<file path="src/rtl/cpclk_pkg.sv">
package cpclk_pkg;
  localparam int CODE_W = 4;
  localparam int DATA_W = 4;
  localparam int ADDR_W = 2;
  localparam int NPAD   = 3;
  localparam int NCLK   = 2;
  localparam int OD_PAD = 0;
  localparam int SNS_PAD = 2;

  localparam logic [ADDR_W-1:0] ADR_MODE  = 2'd0;
  localparam logic [ADDR_W-1:0] ADR_RATE  = 2'd1;
  localparam logic [ADDR_W-1:0] ADR_SENSE = 2'd2;

  typedef struct packed {
    logic              thr_sel;
    logic              sense_en;
    logic              pol;
    logic              pin_sel;
    logic              clk_en;
    logic [CODE_W-1:0] code;
  } ctl_t;
endpackage

</file>
<file path="src/rtl/cpclk_regs.sv">
module cpclk_regs
  import cpclk_pkg::*;
#(
  parameter int AW = ADDR_W,
  parameter int DW = DATA_W
) (
  input  logic          clk,
  input  logic          rst_n,
  input  logic          wr_en,
  input  logic [AW-1:0] wr_addr,
  input  logic [DW-1:0] wr_data,
  output ctl_t          ctl,
  output logic          rate_wr
);
  ctl_t ctl_q, ctl_n;
  logic ctl_ce;

  always_comb begin
    ctl_n   = ctl_q;
    rate_wr = 1'b0;
    if (wr_en) begin
      case (wr_addr)
        ADR_MODE: begin
          ctl_n.clk_en  = wr_data[0];
          ctl_n.pin_sel = wr_data[1];
          ctl_n.pol     = wr_data[2];
        end
        ADR_RATE: begin
          ctl_n.code = wr_data[CODE_W-1:0];
          rate_wr    = 1'b1;
        end
        ADR_SENSE: begin
          ctl_n.sense_en = wr_data[0];
          ctl_n.thr_sel  = wr_data[1];
        end
        default: ;
      endcase
    end
  end

  assign ctl_ce = wr_en;

  always_ff @(posedge clk or negedge rst_n) begin
    if (!rst_n) begin
      ctl_q <= '0;
    end else if (ctl_ce) begin
      ctl_q <= ctl_n;
    end
  end

  assign ctl = ctl_q;
endmodule

</file>
<file path="src/rtl/cpclk_div.sv">
module cpclk_div #(
  parameter int CW = 4
) (
  input  logic          clk,
  input  logic          rst_n,
  input  logic          clk_en,
  input  logic          rate_wr,
  input  logic          gate_open,
  input  logic [CW-1:0] code,
  output logic          act
);
  localparam logic [CW-1:0] ONE = CW'(1);

  logic [CW-1:0] cnt_q, cnt_n;
  logic          act_q, act_n;
  logic          live, term, div_ce;

  assign live = clk_en && (code != '0);
  assign term = (cnt_q == (code - ONE));

  always_comb begin
    cnt_n = cnt_q;
    act_n = act_q;
    if (!live) begin
      cnt_n = '0;
      act_n = 1'b0;
    end else if (rate_wr) begin
      cnt_n = '0;
    end else if (term) begin
      cnt_n = '0;
      act_n = act_q ? 1'b0 : gate_open;
    end else begin
      cnt_n = cnt_q + ONE;
    end
  end

  assign div_ce = live || act_q || (cnt_q != '0);

  always_ff @(posedge clk or negedge rst_n) begin
    if (!rst_n) begin
      cnt_q <= '0;
      act_q <= 1'b0;
    end else if (div_ce) begin
      cnt_q <= cnt_n;
      act_q <= act_n;
    end
  end

  assign act = act_q && live;
endmodule

</file>
<file path="src/rtl/cpclk_pinmux.sv">
module cpclk_pinmux #(
  parameter int NP   = 3,
  parameter int NC   = 2,
  parameter int ODP  = 0,
  parameter int SNSP = 2
) (
  input  logic          clk_en,
  input  logic          pin_sel,
  input  logic          pol,
  input  logic          sense_en,
  input  logic          act,
  input  logic [NP-1:0] gpio_out,
  input  logic [NP-1:0] gpio_oe,
  output logic [NP-1:0] pad_out,
  output logic [NP-1:0] pad_oe
);
  logic level;

  assign level = ~(act ^ pol);

  for (genvar g = 0; g < NC; g++) begin : g_clk
    logic claim;
    assign claim = clk_en && (pin_sel == 1'(g));
    if (g == ODP) begin : g_od
      assign pad_out[g] = claim ? level  : gpio_out[g];
      assign pad_oe[g]  = claim ? ~level : gpio_oe[g];
    end else begin : g_pp
      assign pad_out[g] = claim ? level : gpio_out[g];
      assign pad_oe[g]  = claim ? 1'b1  : gpio_oe[g];
    end
  end

  assign pad_out[SNSP] = sense_en ? 1'b0 : gpio_out[SNSP];
  assign pad_oe[SNSP]  = sense_en ? 1'b0 : gpio_oe[SNSP];
endmodule

</file>
<file path="src/rtl/cpclk_ctrl.sv">
module cpclk_ctrl
  import cpclk_pkg::*;
#(
  parameter int CW = CODE_W
) (
  input  logic            clk,
  input  logic            rst_n,
  input  logic            wr_en,
  input  logic [1:0]      wr_addr,
  input  logic [3:0]      wr_data,
  input  logic            sense_low,
  input  logic [2:0]      gpio_out,
  input  logic [2:0]      gpio_oe,
  output logic [2:0]      pad_out,
  output logic [2:0]      pad_oe,
  output logic            cmp_pwr_en,
  output logic            cmp_thr_sel
);
  logic [1:0]    rsync_q;
  logic          rst_n_s;
  ctl_t          ctl;
  logic          rate_wr;
  logic          act_q;
  logic          ctl_en, ctl_sel, ctl_pol, ctl_sense_en;
  logic [CW-1:0] ctl_code;

  always_ff @(posedge clk or negedge rst_n) begin
    if (!rst_n) begin
      rsync_q <= '0;
    end else begin
      rsync_q <= {rsync_q[0], 1'b1};
    end
  end
  assign rst_n_s = rsync_q[1];

  cpclk_regs #(.AW(ADDR_W), .DW(DATA_W)) u_regs (
    .clk     (clk),
    .rst_n   (rst_n_s),
    .wr_en   (wr_en),
    .wr_addr (wr_addr),
    .wr_data (wr_data),
    .ctl     (ctl),
    .rate_wr (rate_wr)
  );

  assign ctl_en       = ctl.clk_en;
  assign ctl_sel      = ctl.pin_sel;
  assign ctl_pol      = ctl.pol;
  assign ctl_sense_en = ctl.sense_en;
  assign ctl_code     = ctl.code;

  cpclk_div #(.CW(CW)) u_div (
    .clk       (clk),
    .rst_n     (rst_n_s),
    .clk_en    (ctl_en),
    .rate_wr   (rate_wr),
    .gate_open (!ctl_sense_en || sense_low),
    .code      (ctl_code),
    .act       (act_q)
  );

  cpclk_pinmux #(.NP(NPAD), .NC(NCLK), .ODP(OD_PAD), .SNSP(SNS_PAD)) u_mux (
    .clk_en   (ctl_en),
    .pin_sel  (ctl_sel),
    .pol      (ctl_pol),
    .sense_en (ctl_sense_en),
    .act      (act_q),
    .gpio_out (gpio_out),
    .gpio_oe  (gpio_oe),
    .pad_out  (pad_out),
    .pad_oe   (pad_oe)
  );

  assign cmp_pwr_en  = ctl_sense_en;
  assign cmp_thr_sel = ctl.thr_sel;
endmodule

</file>
<file path="config.mk">
export PLATFORM = sky130hd
export DESIGN_NAME = cpclk_ctrl
export DESIGN_NICKNAME = d
export VERILOG_FILES = /design/src/rtl/cpclk_pkg.sv /design/src/rtl/cpclk_regs.sv /design/src/rtl/cpclk_div.sv /design/src/rtl/cpclk_pinmux.sv /design/src/rtl/cpclk_ctrl.sv
export SDC_FILE = /design/constraint.sdc
export NUM_CORES = 1
export LEC_CHECK = 0
export ABC_CLOCK_PERIOD_IN_PS = 1800
export BUFFER_PORTS_ARGS = -buffer_cell sky130_fd_sc_hd__buf_2
export CAP_MARGIN = 15
export CORE_AREA = 2 2 53 55
export DETAILED_ROUTE_END_ITERATION = 10
export DIE_AREA = 0 0 55 57
export PLACE_DENSITY = 0.54
export RECOVER_POWER = 25
export SYNTH_ARGS = -nofsm -noshare
export SYNTH_HDL_FRONTEND = slang
export SYNTH_SLANG_ARGS = --single-unit
</file>
<file path="constraint.sdc">
create_clock -name clk -period 1.8 [get_ports clk]
set_input_delay 0.27 -clock clk [delete_from_list [all_inputs] [get_ports clk]]
set_output_delay 0.27 -clock clk [all_outputs]
set_load 0.05 [all_outputs]
</file>
==> impl_metrics.env, run 1 <==
export IMPL_avgViaCountPerCell=4.59
export IMPL_max_slew_worst_pin_slew_ns=0.578
export IMPL_max_stage_delay_ns=0.40
export IMPL_cp_arrival_ns=1.91
export IMPL_drtIter0Drc=3
export IMPL_mostFrequentLayoutCells="buf_2 (19), dfrtp_1 (16), buf_4 (10), mux2_1 (7), inv_1 (4)"
export IMPL_dp_slack_ns=-0.151
export IMPL_die_x_um=55
export IMPL_end_kind="output port"
export IMPL_clk_pin_slew_ns=0.10
export IMPL_die_h_um=57
export IMPL_num_vias=652
export IMPL_root_buffer="clkbuf_4"
export IMPL_cts_buffer_depth=2
export IMPL_violations="negative setup slack"
export IMPL_fin_crit_sh=1.21
export IMPL_first_global_vias=619
export IMPL_drc=0
export IMPL_crit_path_top_delay_cell="dfrtp_1"
export IMPL_maxCapViolations=0
export IMPL_synth_seq_cells=16
export IMPL_timing_final_max_slew_violations=0
export IMPL_track_usage=0.123
export IMPL_multiInputGateArea_um2=488
export IMPL_rows=19
export IMPL_p_per_area_nw_per_um2=1090
export IMPL_stdcell_count=142
export IMPL_cts_htree_levels=1
export IMPL_synth_cells=73
export IMPL_grt_max_degree=15
export IMPL_r2r_cells=9
export IMPL_synth_avg_cell_area_um2=11.9
export IMPL_area_delta_synth_final_pct=39.2
export IMPL_finalSetupViolations=3
export IMPL_path_class="reg2out"
export IMPL_gp_congestion=0.756
export IMPL_cts_tree="yes"
export IMPL_timing_final_ws_setup_ns=-0.379
export IMPL_nNetsFinal=131
export IMPL_layout_commonest_cell="buf_2"
export IMPL_syn_area_um2=867
export IMPL_drt_total_wl_mm=1.81
export IMPL_fillers=255
export IMPL_maxSlewHeadroom=0.615
export IMPL_dpl_cell_count=134
export IMPL_start_util=0.332
export IMPL_yosysWarnings=0
export IMPL_io_buffers=23
export IMPL_period_minus_slack_ns=2.18
export IMPL_drive_gt1_frac=0.459
export IMPL_synthDistinctLibCells=27
export IMPL_rsz0062_at_grt="yes"
export IMPL_diodes=0
export IMPL_seq_area_um2=400
export IMPL_crit_fanout=3
export IMPL_outcome="complete, but fails checks"
export IMPL_hold_viol_final=0
export IMPL_clock_sinks=16
export IMPL_ant_nets=0
export IMPL_ir_drop_mv=0.550
export IMPL_synth_net_count=92
export IMPL_worst_ep_required_time_ns=1.53
export IMPL_hold_depth=2
export IMPL_post_drt_wl_per_cell_um=12.8
export IMPL_synth_seq_area_share=0.462
export IMPL_antenna_found_initial=0
export IMPL_power_leakage_nw=0.566
export IMPL_clock_skew_ns=0.00682
export IMPL_startpoint_type="flop"
export IMPL_die_area_um2=3140
export IMPL_overflow=0
export IMPL_ios=24
export IMPL_hpwlAfterDp_mm=1.31
export IMPL_core_area_um2=2620
export IMPL_cts_buffers=3
export IMPL_path_cells="inv_2 > ha_4 > or3b_4 > nand3_4 > xor2_4 > mux2_4 > buf_8"
export IMPL_hp_class="in2reg"
export IMPL_clock_fmax_mhz=459
export IMPL_grt_pass1_wl_mm=2.74
export IMPL_clk_latency_ns=0.29
export IMPL_dr_pass1_iters=2
## cell usage after synthesis
master    count  area, um2
nor2_1        3       11.3
ha_1          3       37.5
mux2_2        4       45.0
and3_1        1       6.26
xnor2_1       3       26.3
mux2_1        7       78.8
xor2_1        3       26.3
nand2b_1      1       6.26
a211o_1       1       8.76
nand3b_1      2       15.0
o21ai_1       2       10.0
nand3_2       1       10.0
nand2_1       2       7.51
nor4b_1       1       8.76
nor3b_2       2       25.0
xor2_2        1       16.3
inv_1         6       22.5
o21ai_2       1       8.76
a21oi_1       1       5.00
mux2i_1       1       10.0
or3b_4        1       11.3
nor2b_1       3       18.8
dfrtp_1      16        400
xnor3_1       1       22.5
conb_1        1       3.75
nand3_1       4       20.0
nor3_1        1       5.00
## worst max-delay path: cells and delay by family, from the launching register on
| kind | cells | cell delay, ns |
|---|---|---|
| mux | 1 | 0.28 |
| fa+ha+maj | 1 | 0.13 |
| buf+inv | 2 | 0.23 |
| flops | 1 | 0.40 |
| simple gates | 2 | 0.51 |
| xor+xnor | 1 | 0.08 |
## area by class of cell
class | count | area share
sequential | 16 | 0.332
inverter | 6 | 0.0187
timing repair buffer | 34 | 0.183
clock buffer | 4 | 0.0301
multi-input combinational | 51 | 0.404
tap | 31 | 0.0321
## worst paths after layout
kind	from	to	slack (ns)
max in group asynchronous	rsync_q[1]$_DFF_PN0_	u_regs.ctl[0]$_DFFE_PN0P_	1.18
min in group asynchronous	rsync_q[1]$_DFF_PN0_	u_regs.ctl[5]$_DFFE_PN0P_	0.23
min	wr_data[3]	u_regs.ctl[3]$_DFFE_PN0P_	0.19
min reg2reg	rsync_q[1]$_DFF_PN0_	u_regs.ctl[5]$_DFFE_PN0P_	0.23
max reg2reg	u_regs.ctl[1]$_DFFE_PN0P_	u_div.act_q$_DFFE_PN0P_	0.08
max	u_regs.ctl[1]$_DFFE_PN0P_	pad_out[0]	-0.38
## registers in the layout, summed over array words and instances, names as in the netlist
name,cells
u_div.cnt_q,4
rsync_q,2
u_regs.ctl,9
u_div.act_q,1
## cells by family after synthesis
logic type	Yosys count	synth area share
AOI/OAI and AO/OA	5	0.0375
adders and majority gates	3	0.0433
DFF	16	0.462
muxes	12	0.154
xor gates and xnor gates	8	0.105
buffers and inverters	6	0.0260
other	1	0.00432
and+or+nand+nor	22	0.167
## metal layers
metal / up-vias / GRT usage / part of all wire
met5: - / 0 / 0
met4: 0 / 0.0209 / 0.0055
met3: 2 / 0.0550 / 0.047
met2: 14 / 0.177 / 0.47
met1: 309 / 0.175 / 0.47
li1: 327 / - / -
## where the power goes
part	switching (mW)	internal (mW)
logic	0.301	0.273
clock network	0.115	0.123
registers	0.0822	0.425
total	0.498	0.821
## per-stage QoR
step           hold WS (ns)  instance area, um2  setup TNS, ns  total power [mW]  utilization
2_1_floorplan       -0.0256                 871         -0.233             0.862            -
3_3_place_gp         0.0540                1080         -0.225             0.995        0.412
3_5_place_dp         0.0582                1080         -0.313              1.01        0.412
4_1_cts               0.188                1170          -1.08              1.29        0.446
5_1_grt               0.199                1210          -1.35              1.41        0.462
6_report              0.194                1210          -1.03              1.32        0.462
## what timing repair did
item                                    CTS  global route
pin swaps                                 2             4
endpoints found under the setup margin    3             8
hold endpoints to repair                  2             0
hold buffers                              1             0
setup buffers                             2             1
gates resized for setup                   8             7
(Power assumes the default switching activity.)
==> inputs of run 2 (changes only) <==
- PLACE_DENSITY: 0.54 -> 0.53
==> impl_metrics.env, run 2 (synthesis results as in run 1) <==
export IMPL_outcome="complete, but fails checks"
export IMPL_violations="negative setup slack"
export IMPL_ant_nets=0
export IMPL_first_global_vias=560
export IMPL_cp_arrival_ns=1.92
export IMPL_post_drt_wl_per_cell_um=11.9
export IMPL_largest_reg_flops=9
export IMPL_diodes=0
export IMPL_rr_endpoint="u_div.act_q$_DFFE_PN0P_"
export IMPL_cts_buffers=3
export IMPL_timing_final_max_slew_violations=0
export IMPL_clock_skew_ns=0.00377
export IMPL_crit_path_top_delay_cell="dfrtp_1"
export IMPL_nNetsFinal=130
export IMPL_clock_fmax_mhz=457
export IMPL_p_sw_frac=0.376
export IMPL_die_h_um=57
export IMPL_fin_crit_sh=1.22
export IMPL_p_seq_frac=0.385
export IMPL_overflow=0
export IMPL_clk_latency_ns=0.29
export IMPL_timing_final_ws_setup_ns=-0.391
export IMPL_hold_viol_final=0
export IMPL_finalSetupViolations=3
export IMPL_gp_congestion=0.835
export IMPL_track_usage=0.112
export IMPL_die_x_um=55
export IMPL_hpwlAfterDp_mm=1.25
export IMPL_worst_ep_required_time_ns=1.53
export IMPL_path_class="reg2out"
export IMPL_r2r_cells=7
export IMPL_place_area_um2=1070
export IMPL_drc=0
export IMPL_avgViaCountPerCell=4.57
export IMPL_drive_gt1_frac=0.445
export IMPL_layout_commonest_cell="buf_2"
export IMPL_clock_sinks=16
export IMPL_drt_total_wl_mm=1.67
export IMPL_cts_tree="yes"
export IMPL_critPathLaunch="u_regs.ctl[0]$_DFFE_PN0P_"
export IMPL_end_kind="output port"
export IMPL_p_sw_mw=0.493
export IMPL_r2r_start="u_regs.ctl[0]$_DFFE_PN0P_"
export IMPL_num_vias=644
export IMPL_worstSetupEndpoint="pad_out[1]"
export IMPL_fin_area_um2=1200
export IMPL_max_slew_worst_pin_slew_ns=0.589
export IMPL_root_buffer="clkbuf_4"
export IMPL_grt_max_degree=15
export IMPL_rsz0062_at_grt="yes"
export IMPL_p_per_area_nw_per_um2=1090
export IMPL_core_area_um2=2620
export IMPL_maxCapViolations=0
export IMPL_clock_power_share=0.186
export IMPL_reg2reg_slack_ns=0.17
export IMPL_pwr_share_comb=0.428
export IMPL_p_int_mw=0.817
export IMPL_antenna_found_initial=0
export IMPL_maxSlewHeadroom=0.607
export IMPL_drtIter0Drc=7
export IMPL_power_leakage_nw=0.565
export IMPL_dr_pass1_iters=4
export IMPL_period_minus_slack_ns=2.19
export IMPL_rows=19
export IMPL_die_area_um2=3140
export IMPL_startpoint_type="flop"
export IMPL_cts_htree_levels=1
export IMPL_max_stage_delay_ns=0.40
export IMPL_mostFrequentLayoutCells="buf_2 (19), dfrtp_1 (16), buf_4 (9), mux2_1 (7)"
export IMPL_ios=24
export IMPL_grt_pass1_wl_mm=2.48
export IMPL_hp_class="in2reg"
export IMPL_path_cells="inv_2 > ha_4 > or3b_4 > nand3_4 > xor2_4 > mux2_4 > buf_8"
export IMPL_power_total_mw=1.31
export IMPL_ir_drop_mv=0.629
export IMPL_io_buffers=23
export IMPL_crit_fanout=3
export IMPL_area_delta_synth_final_pct=38.7
export IMPL_cts_buffer_depth=2
export IMPL_start_util=0.332
export IMPL_clk_pin_slew_ns=0.10
export IMPL_totalNegativeSetupSlack_ns=-1.07
==> run 2: cell types whose count changed in the layout (fill, tap and decap cells not counted), sizes merged <==
cell  change
buf       -1
==> run 2: worst max-delay path: cells and delay by family (launching register included) <==
| family | cells | cell delay [ns] |
|---|---|---|
| xor+xnor | 1 | 0.08 |
| flops | 1 | 0.40 |
| mux | 1 | 0.28 |
| simple gates | 2 | 0.51 |
| fa+ha+maj | 1 | 0.12 |
| buf+inv | 2 | 0.22 |
==> run 2: worst min path at each step <==
stage               start                   endpoint  slack, ns  cells past startpoint
3_3_place_gp        rst_n       rsync_q[0]$_DFF_PN0_       0.05                      1
5_1_grt        wr_data[3]  u_regs.ctl[3]$_DFFE_PN0P_       0.18                      2
3_5_place_dp        rst_n       rsync_q[0]$_DFF_PN0_       0.06                      1
6_report       wr_data[3]  u_regs.ctl[3]$_DFFE_PN0P_       0.18                      2
4_1_cts        wr_data[3]  u_regs.ctl[3]$_DFFE_PN0P_       0.18                      2
2_1_floorplan       rst_n       rsync_q[0]$_DFF_PN0_      -0.03                      0
==> run 2: layer usage <==
metal | share of wire | up-vias | track usage
met2 | 0.45 | 14 | 0.150
li1 | - | 325 | -
met5 | 0 | - | 0
met3 | 0.045 | 0 | 0.0550
met4 | 0 | 0 | 0.0105
met1 | 0.50 | 305 | 0.169
==> run 2: cell type report <==
cell class	instances	area (um2)
clock buffers	4	36.3
fillers	259	1410
flip-flops and latches	16	400
inverters	6	22.5
multi-input cells	51	487
well taps	31	38.8
repair buffers	33	218
==> run 2: through the flow <==
step,setup slack [ns],hold WS (ns),utilization,std cells
6_report,-0.391,0.180,0.460,141
5_1_grt,-0.464,0.179,0.460,141
4_1_cts,-0.399,0.176,0.434,138
3_5_place_dp,-0.148,0.0577,0.409,133
3_3_place_gp,-0.125,0.0544,0.409,133
2_1_floorplan,-0.107,-0.0256,-,73
==> run 2: power groups by stage <==
stage / logic, mW / registers [mW] / clock network (mW)
floorplan: 0.336 / 0.526 / 0
global route: 0.608 / 0.518 / 0.271
CTS: 0.514 / 0.500 / 0.252
finish: 0.561 / 0.505 / 0.244
detailed placement: 0.489 / 0.508 / 0
global placement: 0.484 / 0.507 / 0
==> run 2: what timing repair did <==
| action | CTS | global route |
|---|---|---|
| hold buffers | 1 | 0 |
| buffers inserted | 0 | 3 |
| pin swaps | 1 | 2 |
| resized for setup | 6 | 10 |
| endpoints found under the hold margin | 2 | 0 |
| cloned | 0 | 0 |
| setup endpoints to repair | 3 | 3 |
==> inputs of run 3 (changes only) <==
--- a/config.mk
+++ b/config.mk
@@ -6,5 +6,5 @@
 export NUM_CORES = 1
 export LEC_CHECK = 0
-export ABC_CLOCK_PERIOD_IN_PS = 1800
+export ABC_CLOCK_PERIOD_IN_PS = 2200
 export BUFFER_PORTS_ARGS = -buffer_cell sky130_fd_sc_hd__buf_2
 export CAP_MARGIN = 15
@@ -12,4 +12,5 @@
 export DETAILED_ROUTE_END_ITERATION = 10
 export DIE_AREA = 0 0 55 57
+export GPL_TIMING_DRIVEN = 0
 export PLACE_DENSITY = 0.53
 export RECOVER_POWER = 25
==> constraint.sdc (replaced) <==
create_clock -name clk -period 2.2 [get_ports clk]
set_input_delay 0.33 -clock clk [delete_from_list [all_inputs] [get_ports clk]]
set_output_delay 0.33 -clock clk [all_outputs]
set_load 0.02 [all_outputs]
==> impl_metrics.env, run 3 (synthesis results as in run 1) <==
export IMPL_track_usage=0.126
export IMPL_die_h_um=57
export IMPL_clk_pin_slew_ns=0.10
export IMPL_area_delta_synth_final_pct=29.9
export IMPL_cts_htree_levels=1
export IMPL_hpwlAfterDp_mm=1.27
export IMPL_end_kind="output port"
export IMPL_cts_buffers=3
export IMPL_diodes=0
export IMPL_post_drt_wl_per_cell_um=12.2
export IMPL_die_area_um2=3140
export IMPL_grt_pass1_wl_mm=2.82
export IMPL_grt_max_degree=15
export IMPL_r2r_start="u_regs.ctl[0]$_DFFE_PN0P_"
export IMPL_mostFrequentLayoutCells="buf_2 (20), dfrtp_1 (16), mux2_1 (7), inv_1 (6)"
export IMPL_power_total_mw=0.959
export IMPL_drc=0
export IMPL_clock_sinks=16
export IMPL_io_buffers=23
export IMPL_ios=24
export IMPL_cts_buffer_depth=2
export IMPL_crit_fanout=3
export IMPL_drtIter0Drc=3
export IMPL_r2r_cells=7
export IMPL_maxSlewHeadroom=0.614
export IMPL_fin_area_um2=1130
export IMPL_finalSetupViolations=2
export IMPL_largest_reg_flops=9
export IMPL_outcome="complete, but fails checks"
export IMPL_rr_endpoint="u_div.act_q$_DFFE_PN0P_"
export IMPL_cts_tree="yes"
export IMPL_antenna_found_initial=0
export IMPL_start_util=0.332
export IMPL_path_class="reg2out"
export IMPL_cp_arrival_ns=1.91
export IMPL_period_minus_slack_ns=2.24
export IMPL_hold_slack_ns=0.242
export IMPL_drt_total_wl_mm=1.65
export IMPL_clock_skew_ns=0.000664
export IMPL_hold_viol_final=0
export IMPL_drive_gt1_frac=0.390
export IMPL_post_route_util=0.431
export IMPL_p_per_area_nw_per_um2=851
export IMPL_max_slew_worst_pin_slew_ns=0.579
export IMPL_ir_drop_mv=0.595
export IMPL_avgViaCountPerCell=4.64
export IMPL_place_area_um2=1020
export IMPL_core_area_um2=2620
export IMPL_gp_congestion=0.718
export IMPL_dr_pass1_iters=3
export IMPL_violations="negative setup slack"
export IMPL_timing_final_ws_setup_ns=-0.0389
export IMPL_rsz0062_at_grt="yes"
export IMPL_first_global_vias=664
export IMPL_overflow=0
export IMPL_layout_commonest_cell="buf_2"
export IMPL_nNetsFinal=125
export IMPL_ant_nets=0
export IMPL_worst_ep_required_time_ns=1.87
export IMPL_fillers=277
export IMPL_root_buffer="clkbuf_4"
export IMPL_clock_fmax_mhz=447
export IMPL_die_x_um=55
export IMPL_fin_crit_sh=1.02
export IMPL_startpoint_type="flop"
export IMPL_reg2reg_slack_ns=0.55
export IMPL_hp_class="reg2async"
export IMPL_maxCapViolations=0
export IMPL_clk_latency_ns=0.29
export IMPL_rows=19
export IMPL_timing_final_max_slew_violations=0
export IMPL_num_vias=631
export IMPL_power_leakage_nw=0.535
## run 3: changes by cell type in the layout (fill, tap and decap cells not counted), sizes merged
cell	before	now
buf	31	26
## run 3: worst max path at each step
stage / startpoint / end / cells past startpoint
2_1_floorplan: u_regs.ctl[0]$_DFFE_PN0P_ / pad_oe[0] / 6
3_3_place_gp: u_regs.ctl[0]$_DFFE_PN0P_ / pad_out[0] / 7
3_5_place_dp: u_regs.ctl[0]$_DFFE_PN0P_ / pad_out[0] / 7
4_1_cts: u_regs.ctl[1]$_DFFE_PN0P_ / pad_out[1] / 7
5_1_grt: u_regs.ctl[1]$_DFFE_PN0P_ / pad_out[1] / 7
6_report: u_regs.ctl[1]$_DFFE_PN0P_ / pad_out[1] / 7
## run 3: critical path, stage by stage (launching register included)
cell,delay [ns]
dfrtp_1,0.40
inv_1,0.06
ha_2,0.16
or3b_4,0.41
nand3_4,0.10
xor2_2,0.08
mux2_4,0.28
buf_6,0.13
## run 3: final cells by class
type	count	area, um2	area share
timing repair buffer	28	166	0.148
tap	31	38.8	0.0344
sequential	16	400	0.356
clock buffer	4	36.3	0.0322
inverter	6	22.5	0.0200
multi-input combinational	51	462	0.410
## run 3: through the flow
stage               setup WS (ns)  TNS (ns)  std cells
detailed placement          0.210         0        127
global route               -0.131    -0.334        136
finish                    -0.0389   -0.0675        136
global placement            0.231         0        127
CTS                       -0.0656    -0.131        135
floorplan                   0.351         0         73
## run 3: report_power, final
part           total (mW)  internal, mW  leakage, nW  switching, mW
clock               0.198         0.101       0.0210         0.0975
sequential          0.414         0.347        0.197         0.0669
combinational       0.346         0.184        0.317          0.163
## run 3: per-layer routing
layer  track usage  wire, um
met1         0.175       779
met4        0.0627        38
met2         0.180       767
met5             0         0
met3        0.0314        67
## run 3: repair_timing
action / 4_1_cts / 5_1_grt
pin swaps: 2 / 1
buffers inserted: 3 / 1
endpoints found under the hold margin: 2 / 0
endpoints found under the setup margin: 3 / 3
hold buffers: 1 / 0
resized for setup: 7 / 1
